$ cat src/rtl/mf_lat_pkg.sv
package mf_lat_pkg;
   function automatic int mf_cycles(input int frames, input int per_clk);
      return frames / per_clk;
   endfunction

   function automatic int phase_width(input int cycles);
      return (cycles < 2) ? 1 : $clog2(cycles);
   endfunction

   function automatic bit is_pow2(input int v);
      return (v > 0) && ((v & (v - 1)) == 0);
   endfunction
endpackage

$ cat src/rtl/mf_phase_cnt.sv
module mf_phase_cnt #(
   parameter int CYCLES = 8,
   parameter int W      = 3
) (
   input  logic         clk,
   input  logic         rst,
   input  logic         mf_tick,
   output logic [W-1:0] phase
);
   import mf_lat_pkg::*;

   logic [W-1:0] phase_q;
   logic [W-1:0] phase_nxt;

   // the boundary cycle itself reads as phase 0
   assign phase = mf_tick ? '0 : phase_q;

   generate
      if (is_pow2(CYCLES)) begin : g_pow2
         assign phase_nxt = phase + W'(1);
      end else begin : g_cmp
         assign phase_nxt = (phase == W'(CYCLES - 1)) ? '0 : phase + W'(1);
      end
   endgenerate

   always_ff @(posedge clk) begin
      if (rst) phase_q <= '0;
      else     phase_q <= phase_nxt;
   end

   AST_PHASE_RANGE: assert property (@(posedge clk) disable iff (rst)
      phase_q <= W'(CYCLES - 1));
   AST_PHASE_STEP: assert property (@(posedge clk) disable iff (rst)
      (!mf_tick && phase_q != W'(CYCLES - 1)) |=> phase_q == $past(phase_q) + W'(1));
   AST_PHASE_WRAP: assert property (@(posedge clk) disable iff (rst)
      (!mf_tick && phase_q == W'(CYCLES - 1)) |=> phase_q == '0);
   AST_TICK_RESTART: assert property (@(posedge clk) disable iff (rst)
      mf_tick |=> phase_q == W'(1));
endmodule

$ cat src/rtl/lat_capture.sv
module lat_capture #(
   parameter int W = 3
) (
   input  logic         clk,
   input  logic         rst,
   input  logic         rearm,
   input  logic         strobe,
   input  logic [W-1:0] phase_in,
   output logic [W-1:0] value,
   output logic         valid
);
   logic take;

   assign take = strobe && !valid && !rearm;

   always_ff @(posedge clk) begin
      if (rst) begin
         value <= '0;
         valid <= 1'b0;
      end else if (rearm) begin
         valid <= 1'b0;
      end else if (take) begin
         value <= phase_in;
         valid <= 1'b1;
      end
   end

   AST_HOLD_STABLE: assert property (@(posedge clk) disable iff (rst)
      (valid && !rearm) |=> (valid && $stable(value)));
   AST_CAPTURE_SETS: assert property (@(posedge clk) disable iff (rst)
      (!valid && strobe && !rearm) |=> (valid && value == $past(phase_in)));
   AST_REARM_CLEARS: assert property (@(posedge clk) disable iff (rst)
      rearm |=> !valid);
endmodule

$ cat src/rtl/mf_link_latency.sv
module mf_link_latency #(
   parameter int MF_FRAMES      = 32,
   parameter int FRAMES_PER_CLK = 4,
   localparam int CYCLES = mf_lat_pkg::mf_cycles(MF_FRAMES, FRAMES_PER_CLK),
   localparam int W      = mf_lat_pkg::phase_width(CYCLES)
) (
   input  logic         clk,
   input  logic         rst,
   input  logic         mf_tick,
   input  logic         data_start,
   input  logic         rearm,
   output logic [W-1:0] lat_value,
   output logic         lat_valid
);
   initial begin
      assert (FRAMES_PER_CLK > 0 && MF_FRAMES % FRAMES_PER_CLK == 0)
         else $error("MF_FRAMES must be a multiple of FRAMES_PER_CLK");
      assert (CYCLES >= 2)
         else $error("multiframe must span at least two clock cycles");
   end

   logic [W-1:0] phase;

   mf_phase_cnt #(.CYCLES(CYCLES), .W(W)) cnt_i (
      .clk(clk), .rst(rst), .mf_tick(mf_tick), .phase(phase)
   );

   lat_capture #(.W(W)) cap_i (
      .clk(clk), .rst(rst), .rearm(rearm), .strobe(data_start),
      .phase_in(phase), .value(lat_value), .valid(lat_valid)
   );

   AST_RESET_CLEAR: assert property (@(posedge clk)
      rst |=> (!lat_valid && lat_value == '0));
endmodule

$ cat config.mk
export PLATFORM = sky130hd
export DESIGN_NAME = mf_link_latency
export DESIGN_NICKNAME = d
export VERILOG_FILES = /design/src/rtl/mf_lat_pkg.sv /design/src/rtl/mf_phase_cnt.sv /design/src/rtl/lat_capture.sv /design/src/rtl/mf_link_latency.sv
export SDC_FILE = /design/constraint.sdc
export NUM_CORES = 1
export LEC_CHECK = 0
export CORE_AREA = 2 2 39 41
export DETAILED_ROUTE_END_ITERATION = 7
export DIE_AREA = 0 0 41 43
export PLACE_DENSITY = 0.54
export SYNTH_ARGS = -nofsm -noshare
export SYNTH_HDL_FRONTEND = slang
export SYNTH_SLANG_ARGS = --single-unit
$ cat constraint.sdc
create_clock -name clk -period 2.5 [get_ports clk]
set_clock_uncertainty 0.2 [all_clocks]
set_input_delay 0.25 -clock clk [delete_from_list [all_inputs] [get_ports clk]]
set_output_delay 0.25 -clock clk [all_outputs]
set_load 0.01 [all_outputs]
==> implementation parameters <==
Parameter                              Value

Die
  Width of the die    41 µm
  Boundary Pins    9
  Row count    14
  Die footprint    1760 µm²
  Starting density of the core    21.9%
  Height of the chip    43 µm
  Placeable core region    1380 µm²

Global routing
  Global route total overflow    0
  Antenna violations before repair    0
  GRT Util Overall    7.14%
  Wire length of the first global-routing pass    841 µm
  Number of global-route vias before repair    209
  Pin count of the biggest net entering global routing    11

Yosys
  Post-Synthesis Cells    27
  Cell area after synthesis    303 µm²
  Number of warning messages in the yosys log    0
  Library cells used by synthesis    14
  Portion of the post-synthesis area used by sequential elements    46.3%
  Average cell area after synthesis    11.2 µm²
  Synthesized netlist net count    32
  #FFs+latches synth    7

Final layout
  Share of post-route cells with drive strength above 1    21.1%
  Diode insertion count for antenna repair    0
  Final Core Density    30.2%
  Final Instance Area    418 µm²
  NumNets Final    44
  Area added between synthesis and finish    38.0%
  Number of inserted filler cells in the final layout    151

Setup path
  Largest delay share family, worst path    buffers and inverters
  Nature of the critical path endpoint    primary output
  Type of the worst setup path    reg -> out
  Data arrival time of the critical path    1150 ps
  Worst EP required    2050 ps
  Worst-path cell with the longest stage delay    clkdlybuf4s50_1
  Critical Path Max Stage Delay    550 ps
  Cells along the critical path    clkdlybuf4s50_1
  Largest fanout on the critical path    3
  Worst path buffer plus inverter count    1
  Worst setup SP type    register

Clocking
  Clock Sinks    7
  Clock root buffer    clkbuf_4
  TritonCTS clock tree    built
  CTS H-tree lvls    1
  Post-CTS sizing    0
  Hold buffer count at cts    0
  Total CTS buffers    3
  Clock network latency to the later pin of the worst-skew pair    240 ps
  Maximum buffer depth of the clock tree    2
  Setup Buffers After CTS    0
  CTS clock-pin slew for the worst setup and hold paths    50 ps

Pwr
  Static Leakage    0.000144 µW
  Power density normalized to cell area    574 nW/µm²
  Peak ir drop on the vdd network    0.000217 V

Worst hold path
  Type of the worst min-delay path    reg -> reg

Placed design
  Placed wire-length estimate after detailed placement    416 µm
  Routability Congestion    0.579
  Placed Instance Area    392 µm²
  Count of port buffers added during placement    8

Timing
  Number of endpoints with negative hold slack in the final report    0
  Final-layout setup total negative slack    0 ps
  Worst-Margin Slew    345 ps
  Maximum frequency from static timing analysis    624 MHz
  Ratio of final minimum period to clock period    64.1%
  # setup viols final    0
  Crit path time final    1600 ps
  Tightest slew margin relative to the limit    76.9%
  Slew Limit Fails    0
  Unrepaired setup endpoints after global routing    no

Drt
  Mean number of vias per cell    4.17
  Overall routed net length    531 µm
  Length of the first detailed-routing pass in iterations    1
  Residual DRC    0
  Antenna viol nets, final    0
  Iter 0 DRT Violations    0
  Via total after detailed routing    225
  Routed wire per std cell    9.83 µm

Run status
  Run status    finished clean

Job
  Reported max-cap violation count    0
layout make-up:
type | instances | area [µm²] | area share [%]
multi-input cells | 18 | 148 | 35.3
clock buffers | 4 | 26.3 | 6.29
flip-flops and latches | 7 | 140 | 33.5
inverters | 1 | 3.75 | 0.898
repair buffers | 8 | 80.1 | 19.2
well taps | 16 | 20.0 | 4.79
kinds of logic after synthesis:
| kind of cell | synth area share [%] |
|---|---|
| flip-flops | 46.3 |
| multiplexers | 9.92 |
| AO/OA/AOI/OAI | 7.44 |
| AND/OR/NAND/NOR | 28.5 |
| buffers and inverters | 4.96 |
| XOR/XNOR | 2.89 |
routing by layer:
layer  track usage [%]  part of all wire, %  vias to the layer above
li1                  -                    -                      118
met4              4.00                    0                        0
met3              3.14                  9.4                        0
met1              9.68                   48                       98
met5                 0                    0                        -
met2              9.06                   42                        9
sequential cells by signal, summed over array words and instances, names as in the netlist:
name / flops
cap_i.valid: 1
cap_i.value: 3
cnt_i.phase_q: 3
layout by cell type (no fill, tap or decap), drive strengths merged:
cell type | Yosys | layout
clkdlybuf4s50 | 0 | 8
xnor2 | 1 | 1
nand3b | 1 | 1
inv | 1 | 1
nor3b | 1 | 1
nor2 | 1 | 1
mux2i | 3 | 3
a21oi | 1 | 1
nor3 | 2 | 2
a211oi | 1 | 1
or3b | 3 | 3
dfxtp | 7 | 7
clkbuf | 0 | 4
a21bo | 1 | 1
nand2b | 3 | 3
where the power goes:
part | switching, µW | internal (µW) | total [µW] | leakage [µW]
logic | 8.56 | 14.6 | 23.2 | 0.0000721
registers | 3.65 | 115 | 119 | 0.0000571
clock network | 37.1 | 60.6 | 97.7 | 0.0000150
tightest hold or removal path, cell delays in order, from the launching register on:
cell	delay, ps
dfxtp_1	310
nand2b_2	60
mux2i_1	50
final timing paths:
check / startpoint / depth (start not counted) / endpoint / slack (ps)
setup / recovery: cap_i.valid$_SDFFE_PP0P_ / 1 / lat_valid / 900
hold / removal: cap_i.value[0]$_SDFFE_PP0P_ / 2 / cap_i.value[0]$_SDFFE_PP0P_ / 270
setup reg to reg: cap_i.valid$_SDFFE_PP0P_ / 2 / cap_i.value[1]$_SDFFE_PP0P_ / 1340
hold reg to reg: cap_i.value[0]$_SDFFE_PP0P_ / 2 / cap_i.value[0]$_SDFFE_PP0P_ / 270
cells in the mapped netlist:
| library cell | count | area share, % |
|---|---|---|
| dfxtp_1 | 7 | 46 |
| mux2i_1 | 3 | 9.9 |
| nand2b_2 | 3 | 8.7 |
| or3b_1 | 3 | 8.7 |
| nor3_1 | 2 | 3.3 |
| a211oi_1 | 1 | 2.5 |
| a21bo_2 | 1 | 3.3 |
| a21oi_1 | 1 | 1.7 |
| buf_6 | 1 | 3.7 |
| inv_1 | 1 | 1.2 |
| nand3b_1 | 1 | 2.5 |
| nor2_1 | 1 | 1.2 |
| nor3b_2 | 1 | 4.1 |
| xnor2_1 | 1 | 2.9 |
metrics by stage:
step | hold slack (ps) | setup slack, ps | cells | power [µW]
after floorplan | 127 | 1390 | 27 | 134
after global placement | 267 | 923 | 50 | 144
after detailed placement | 267 | 877 | 50 | 145
after CTS | 274 | 885 | 54 | 246
after global routing | 287 | 839 | 54 | 254
final | 270 | 898 | 54 | 240
(Power assumes the default switching activity.)
